**src/rtl/ldst_pkg.sv**
```systemverilog
// Shared types for the register-offset load/store decoder.
// Assumes 32-bit instruction words and 5-bit register indices.
package ldst_pkg;
    localparam int INSN_W = 32;
    localparam int IDX_W  = 5;

    typedef enum logic [2:0] {
        K_STORE    = 3'd0,
        K_LOAD_U   = 3'd1,
        K_LOAD_S   = 3'd2,
        K_VSTORE   = 3'd3,
        K_VLOAD    = 3'd4,
        K_PREFETCH = 3'd5,
        K_UNALLOC  = 3'd6,
        K_IDLE     = 3'd7
    } kind_t;

    typedef struct packed {
        kind_t      kind;
        logic [2:0] size;
        logic       signd;
        logic       dst64;
        logic       wr;
    } dec_t;
endpackage

```
**src/rtl/ldst_field_decode.sv**
```systemverilog
// Classifies an instruction word: kind, size, signedness, destination width
// and register write. Purely combinational. Assumes the word is already
// known to belong to the load/store group; the fixed bits are still checked.
module ldst_field_decode
    import ldst_pkg::*;
(
    input  logic [INSN_W-1:0] insn,
    output dec_t              dec
);
    logic [1:0] sz;
    logic [1:0] opc;
    logic       vec;
    logic       fixed_ok;
    logic [2:0] vsz;

    assign sz       = insn[31:30];
    assign opc      = insn[23:22];
    assign vec      = insn[26];
    assign fixed_ok = (insn[29:27] == 3'b111) && (insn[25:24] == 2'b00) &&
                      insn[21] && (insn[11:10] == 2'b10) && insn[14];
    assign vsz      = {opc[1], sz};

    // Purpose: map the opc/size/vector fields to a class and its attributes.
    always_comb begin
        dec = '{kind: K_UNALLOC, size: 3'd0, signd: 1'b0, dst64: 1'b0, wr: 1'b0};
        if (fixed_ok) begin
            if (vec) begin
                if (vsz <= 3'd4) begin
                    dec.kind = opc[0] ? K_VLOAD : K_VSTORE;
                    dec.size = vsz;
                    dec.wr   = opc[0];
                end
            end else if (sz == 2'b11 && opc == 2'b10) begin
                dec.kind = K_PREFETCH;
                dec.size = 3'd3;
            end else if (!(opc == 2'b11 && sz[1])) begin
                dec.size = {1'b0, sz};
                case (opc)
                    2'b00: begin
                        dec.kind  = K_STORE;
                        dec.dst64 = (sz == 2'b11);
                    end
                    2'b01: begin
                        dec.kind  = K_LOAD_U;
                        dec.dst64 = (sz == 2'b11);
                        dec.wr    = 1'b1;
                    end
                    2'b10: begin
                        dec.kind  = K_LOAD_S;
                        dec.signd = 1'b1;
                        dec.dst64 = 1'b1;
                        dec.wr    = 1'b1;
                    end
                    default: begin
                        dec.kind  = K_LOAD_S;
                        dec.signd = 1'b1;
                        dec.wr    = 1'b1;
                    end
                endcase
            end
        end
    end
endmodule

```
**src/rtl/ldst_addr_gen.sv**
```systemverilog
// Effective address: selects the base (stack pointer on index 31) and the
// offset (zero on index 31), extends and scales the offset, then adds.
// Also flags a stack-pointer base that breaks the alignment rule.
// Assumes ADDR_W >= 64 is not required; the extend modes use the low half.
module ldst_addr_gen #(
    parameter int ADDR_W     = 64,
    parameter int ALIGN_BITS = 4
) (
    input  logic [ADDR_W-1:0] base_val,
    input  logic [ADDR_W-1:0] sp_val,
    input  logic [ADDR_W-1:0] off_val,
    input  logic [4:0]        rn,
    input  logic [4:0]        rm,
    input  logic [2:0]        opt,
    input  logic              scale_en,
    input  logic [2:0]        size,
    output logic [ADDR_W-1:0] addr,
    output logic              sp_misaligned
);
    localparam int HALF_W = ADDR_W / 2;

    logic [ADDR_W-1:0] base_sel;
    logic [ADDR_W-1:0] off_sel;
    logic [ADDR_W-1:0] off_ext;
    logic [2:0]        shamt;

    assign base_sel = (rn == 5'd31) ? sp_val : base_val;
    assign off_sel  = (rm == 5'd31) ? '0 : off_val;
    assign shamt    = scale_en ? size : 3'd0;

    // Purpose: apply the word/doubleword extend chosen by opt.
    always_comb begin
        case (opt)
            3'b010:  off_ext = {{HALF_W{1'b0}}, off_sel[HALF_W-1:0]};
            3'b110:  off_ext = {{HALF_W{off_sel[HALF_W-1]}}, off_sel[HALF_W-1:0]};
            default: off_ext = off_sel;
        endcase
    end

    assign addr = base_sel + (off_ext << shamt);

    generate
        if (ALIGN_BITS > 0) begin : g_align
            assign sp_misaligned = (rn == 5'd31) && (sp_val[ALIGN_BITS-1:0] != '0);
        end else begin : g_noalign
            assign sp_misaligned = 1'b0;
        end
    endgenerate
endmodule

```
**src/rtl/ldst_roff_decoder.sv**
```systemverilog
// Top: decodes a register-offset load/store and registers the decode and the
// effective address one cycle after in_valid. Unallocated encodings and idle
// cycles drive zero on all data outputs. Synchronous active-low reset.
module ldst_roff_decoder
    import ldst_pkg::*;
#(
    parameter int ADDR_W     = 64,
    parameter int ALIGN_BITS = 4
) (
    input  logic              clk,
    input  logic              rst_n,
    input  logic              in_valid,
    input  logic [31:0]       in_insn,
    input  logic [ADDR_W-1:0] in_base,
    input  logic [ADDR_W-1:0] in_sp,
    input  logic [ADDR_W-1:0] in_offset,
    output logic              out_valid,
    output logic              out_unalloc,
    output logic [2:0]        out_kind,
    output logic [2:0]        out_size,
    output logic              out_signed,
    output logic              out_dst64,
    output logic              out_reg_write,
    output logic [4:0]        out_rt,
    output logic [4:0]        out_rn,
    output logic [4:0]        out_rm,
    output logic [ADDR_W-1:0] out_addr,
    output logic              out_sp_fault
);
    dec_t              dec;
    logic [ADDR_W-1:0] addr_c;
    logic              mis_c;
    logic              alloc;

    ldst_field_decode u_dec (
        .insn (in_insn),
        .dec  (dec)
    );

    ldst_addr_gen #(.ADDR_W(ADDR_W), .ALIGN_BITS(ALIGN_BITS)) u_agen (
        .base_val      (in_base),
        .sp_val        (in_sp),
        .off_val       (in_offset),
        .rn            (in_insn[9:5]),
        .rm            (in_insn[20:16]),
        .opt           (in_insn[15:13]),
        .scale_en      (in_insn[12]),
        .size          (dec.size),
        .addr          (addr_c),
        .sp_misaligned (mis_c)
    );

    assign alloc = (dec.kind != K_UNALLOC);

    // Purpose: register the decode; zero everything on idle or unallocated.
    always_ff @(posedge clk) begin
        if (!rst_n || !in_valid) begin
            out_valid     <= 1'b0;
            out_unalloc   <= 1'b0;
            out_kind      <= K_IDLE;
            out_size      <= '0;
            out_signed    <= 1'b0;
            out_dst64     <= 1'b0;
            out_reg_write <= 1'b0;
            out_rt        <= '0;
            out_rn        <= '0;
            out_rm        <= '0;
            out_addr      <= '0;
            out_sp_fault  <= 1'b0;
        end else begin
            out_valid     <= 1'b1;
            out_unalloc   <= !alloc;
            out_kind      <= dec.kind;
            out_size      <= alloc ? dec.size : 3'd0;
            out_signed    <= alloc && dec.signd;
            out_dst64     <= alloc && dec.dst64;
            out_reg_write <= alloc && dec.wr;
            out_rt        <= alloc ? in_insn[4:0] : 5'd0;
            out_rn        <= alloc ? in_insn[9:5] : 5'd0;
            out_rm        <= alloc ? in_insn[20:16] : 5'd0;
            out_addr      <= alloc ? addr_c : '0;
            out_sp_fault  <= alloc && mis_c;
        end
    end
endmodule

```
**config.mk**
```make
export PLATFORM = sky130hd
export DESIGN_NAME = ldst_roff_decoder
export DESIGN_NICKNAME = d
export VERILOG_FILES = /design/src/rtl/ldst_pkg.sv /design/src/rtl/ldst_field_decode.sv /design/src/rtl/ldst_addr_gen.sv /design/src/rtl/ldst_roff_decoder.sv
export SDC_FILE = /design/constraint.sdc
export NUM_CORES = 1
export LEC_CHECK = 0
export BUFFER_PORTS_ARGS = -buffer_cell sky130_fd_sc_hd__buf_2
export CAP_MARGIN = 20
export CORE_MARGIN = 2
export CORE_UTILIZATION = 57
export CTS_BUF_LIST = sky130_fd_sc_hd__clkbuf_2
export DETAILED_ROUTE_END_ITERATION = 8
export PLACE_DENSITY = 0.89
export SYNTH_ARGS = -nofsm -noshare
export SYNTH_HDL_FRONTEND = slang
export SYNTH_SLANG_ARGS = --single-unit
```
**constraint.sdc**
```tcl
create_clock -name clk -period 14.7 [get_ports clk]
set_clock_uncertainty 0.15 [all_clocks]
set_input_delay 2.94 -clock clk [delete_from_list [all_inputs] [get_ports clk]]
set_output_delay 2.94 -clock clk [all_outputs]
set_load 0.01 [all_outputs]
```
Yosys cells after proc, flatten, opt, wreduce, memory -nomap -nowiden --
Index checks and enable logic that the tools add are counted.
Operators by class: add/sub/neg operators 1, order comparisons 1, equal/unequal tests 11, shifts and indexed selects 1, mux-type cells 19, bitwise gates (word level) 1, reductions and logical operators 20
Operators by type and width (number):
- $mux W64 | 2
- $pmux W64 S2 | 1
- $add A64 B64 Y64 | 1
- $shl A64 B3 Y64 | 1
- $mux W6 | 3
- $mux W9 | 2
- $logic_and A1 B1 Y1 | 11
- $eq A5 B5 Y1 const B | 2
- $mux W3 | 3
- $eq A2 B2 Y1 const B | 4
- $eq A3 B3 Y1 const B | 2
- $mux W1 | 5
- $logic_not A2 Y1 | 2
- $pmux W2 S2 | 1
- $reduce_bool A4 Y1 | 1
- $reduce_or A2 Y1 | 2
- $eq A3 B2 Y1 const B | 1
- $le A3 B3 Y1 const B | 1
- $logic_not A1 Y1 | 3
- $ne A3 B3 Y1 const B | 1
- $eq A2 B1 Y1 const B | 1
- $mux W2 | 1
- $pmux W1 S2 | 1
- $logic_or A1 B1 Y1 | 1
- $not A1 Y1 | 1
Word-level totals: bits in registers 91, output and inout port bits 91, word-level logic and storage cells 66

Logic depth before layout (Yosys ltp) --
word-level depth 10, gate-level depth with buffers 24, depth with buffers taken out 21

Modules after synthesis --
From an unflattened synthesis, not the netlist that was laid out.
Unflattened totals: cells, all modules 1237, area, all modules 9877.0 µm²
By module, submodules not included:
- ldst_addr_gen | times used 1, cells each 1004, area an instance 7165.6 µm²
- ldst_roff_decoder | times used 1, cells each 202, area an instance 2511.2 µm²
- ldst_field_decode | times used 1, cells each 31, area an instance 200.2 µm²

Worst setup path after synthesis --
OpenSTA, ideal clock, no wires.
path type in2reg, start point input in_insn[10], end point register out_addr[59], library setup time 0.128 ns, data arrival time 6.943 ns, slack 7.480 ns, stages 19, cell sequence nand4bb_1 > nor4b_4 > nand2_1 > nor2_1 > buf_4 > mux4_2 > nand3_1 > o21ai_0 > ha_1 > a21oi_1 > o22ai_1 > nor4_1 > o21ai_2 > a41oi_2 > o21ai_1 > a21o_2 > a2111oi_4 > xor2_1 > nor2_1
On the way: cells in the longest elaborated chain, start to end 7, elaborated cells on any way between the ends 10
Ends and longest elaborated chain:
- from (decl) | RTL line ldst_roff_decoder.sv:13 | input logic [31:0] in_insn,
- $eq A2 B2 Y1 * | RTL line ldst_field_decode.sv:20 | insn[21] && (insn[11:10] == 2'b10) && insn[14];
- $logic_and A1 B1 Y1 * (2 in a row) | RTL line ldst_field_decode.sv:20
- $mux W9 * | RTL line ldst_field_decode.sv:26 | if (fixed_ok) begin
- $mux W3 / $ne A3 B3 Y1 (equally long branches) | RTL line ldst_addr_gen.sv:29, ldst_roff_decoder.sv:53
- $shl A64 B3 Y64 / $not A1 Y1 (equally long branches)
- $add A64 B64 Y64 / $reduce_or A2 Y1 (equally long branches)
- to (signal assigned) | RTL line ldst_roff_decoder.sv:81 | out_addr <= alloc ? addr_c : '0;
- to (decl) | RTL line ldst_roff_decoder.sv:27 | output logic [ADDR_W-1:0] out_addr,
Every way passes the cells marked *; elsewhere a longest branch is shown, timed or not. A chain may end at the register's enable or synchronous reset.

Worst setup path in the final report --
Same ends and word-level chain as after synthesis.

==> impl_metrics.yaml <==
global_routing:
  grt-ovfl-total: 0
  gr-usage-all-layers_pct: 34.7
  antenna_found_initial: 5
  grt_pass1_wl_um: 49900
  grt_pass1_vias: 9980
  grt_max_degree: 69
sta:
  fmax_mhz: 126
  rsz0062_at_grt: "false"
  setup_viol: 0
  slew_headroom_pct: 27.2
  slew_violations: 0
  fin_crit_sh_pct: 54.2
  hold_viol: 0
  min_period_ns: 7.97
  setup_tns_ns: 0
  tightest_slew_ns: 1.09
logic_synthesis:
  ys_warn_count: 0
  syn_nets: 1560
  netlist.area_leader.share_pct: 19.2
  yosysSeqAreaShare_pct: 19.2
  synth_edf_count: 0
  yosysMostFrequentCell: "nand2_1"
  synthTopCellsByCount: "259 x nand2_1, 123 x a21oi_1, 101 x nor2_1"
  yosys.area.top_type: "dfxtp_1"
  avgSynthCellArea_um2: 7.50
  synthTopCellsByArea: "dfxtp_1 19%, nand2_1 10%, ha_1 8.3%"
  ys_ff_latch: 91
  synth-main-ff-cell: "dfxtp_1"
  synth.distinct_cells: 77
  netlist_area_um2: 9510
  async_flop_share_pct: 0
  synth_cells: 1269
clock_network:
  cts_made_buffers: 9
  post_cts_buffers: 0
  cts_tree: "done"
  root_buffer: "clkbuf_2"
  cts_resized: 0
  htreeDepth: 3
  cts.clk_slew.worst_paths_ns: 0.32
  hold_buffers: 0
  clock_sinks: 91
  cts.path.max_buffers: 2
setup_path:
  slowest_delay_ns: 0.92
  crit_arrival_ns: 8.40
  crit_chain: "buf_2 > nand4bb_1 > nor4b_4 > nand2_1 > nor2_4 > nand2_1 > and3_1 > a21oi_1 > nand2_1 > o21ai_0 > ha_1 > a21oi_1 > o21ai_1 > o211ai_1 > o21ai_2 > a41oi_2 > o21ai_1 > a21o_2 > a2111oi_4 > xor2_1 > nor2_1"
  critPathTopFamily: "compound AO/OA/AOI/OAI gates"
  path_buf_inv: 1
  crit_path_frequent_cell: "nand2_1"
  critPathKind: "input port to flip-flop"
  cp-end-kind: "flip-flop"
  critical_path_peak_fanout: 38
  start_kind: "input port"
  critPathRequiredTime_ns: 15.13
  critical-path-slowest-cell: "nor2_4"
floorplanning:
  die-height_um: 133
  initial_utilization_pct: 57.8
  ios: 318
  die_area_um2: 17700
  rows: 47
  die_w_um: 133
  core_um2: 16500
drt:
  vias: 10600
  wl_per_cell_um: 18.0
  wl_met3_um: 2770
  drtPass1Iterations: 6
  wl_met2_um: 14800
  vias_per_cell: 6.06
  wirelength_um: 31500
  detail-route-antenna-nets: 0
  top_layer: "met5"
  first_iter_violations: 1135
  drt-met1-wl_um: 12500
  route.detailed.drc: 0
power_and_ir_drop:
  switching_share_pct: 42.1
  comb_power_share_pct: 45.5
  powerDensity_nw_per_um2: 63.7
  power_switching_mw: 0.302
  seqPwrFrac_pct: 34.7
  power_frac_clock_pct: 19.8
  peakVddDrop_v: 0.0000422
  p_leak_nw: 5.67
  p_int_mw: 0.415
status:
  status: "completed"
placed_design:
  detailed_place_hpwl_um: 24400
  placed_area_um2: 11100
  place.gp.congestion: 1.00
  io_buffers: 317
finish:
  syn_to_final_growth_pct: 18.3
  fin_area_um2: 11300
  fin_nets: 1815
  drive_gt1_share_pct: 30.5
run:
  cap_violations: 0
min_path:
  hp-class: "input port to flip-flop"
## through the flow
step / setup WS [ns] / std cells / power (mW) / utilization [%] / hold WS, ns
floorplan: 7.48 / 1269 / 0.481 / - / 2.94
global placement: 6.29 / 1733 / 0.567 / 67.5 / 3.01
detailed placement: 6.15 / 1733 / 0.570 / 67.5 / 3.02
CTS: 6.90 / 1749 / 0.710 / 68.3 / 2.27
finish: 6.73 / 1752 / 0.717 / 68.3 / 2.29
global route: 6.31 / 1752 / 0.759 / 68.3 / 2.24
## cells by family after synthesis
group	Yosys count	share of synthesized area, %
flip-flops	91	19.2
AO/OA/AOI/OAI	328	22.3
XOR/XNOR	55	5.06
AND/OR/NAND/NOR	517	24.4
multiplexers	123	16.4
adder cells (fa/ha/maj)	64	8.50
buffers and inverters	91	4.21
## per-layer routing
metal | vias up | GRT usage, %
met3 | 94 | 6.16
met2 | 574 | 58.8
met1 | 4878 | 43.1
met5 | - | 0
met4 | 4 | 15.6
li1 | 5072 | -
## final timing paths
kind | start | end | slack, ns | depth (start not counted)
hold / removal | in_insn[3] | out_rt[3]$_SDFF_PP0_ | 2.29 | 2
setup / recovery | in_insn[10] | out_addr[59]$_SDFF_PP0_ | 6.73 | 21
## state kept, by name, summed over array words and instances, names as in the netlist, 3 cells and up
register	cells
out_addr	64
out_kind	3
out_rm	5
out_rn	5
out_rt	5
out_size	3
## power groups by stage
stage | clock network (mW) | registers, mW | logic [mW]
final | 0.142 | 0.249 | 0.326
after global routing | 0.154 | 0.249 | 0.356
after floorplan | 0 | 0.253 | 0.228
after CTS | 0.143 | 0.249 | 0.319
after detailed placement | 0 | 0.253 | 0.317
after global placement | 0 | 0.253 | 0.314
## cell usage in the layout (no fill, tap or decap), types with 10 or more instances in the layout
cell type  instances
dfxtp_1           91
mux2i_1           40
ha_1              63
xor2_1            26
a211oi_1          10
and3_1            30
mux2_2            63
nand3_1           40
o21ai_0           67
nand2_1          258
nand4_1           16
a21o_1            37
xnor2_1           29
nor3_1            20
buf_2            317
mux4_2            20
a21oi_1          123
nor2b_1           10
nor2_1            97
## layout make-up
type / count / area (um^2)
multi-input combinational: 1087 / 7330
antenna: 3 / 7.51
fill: 1435 / 5210
tap: 220 / 275
clock buffer: 9 / 45.0
clock inverter: 7 / 81.3
sequential: 91 / 1820
timing repair buffer: 326 / 1650
inverter: 9 / 33.8
Note: power is estimated with default switching activity, not from simulation.
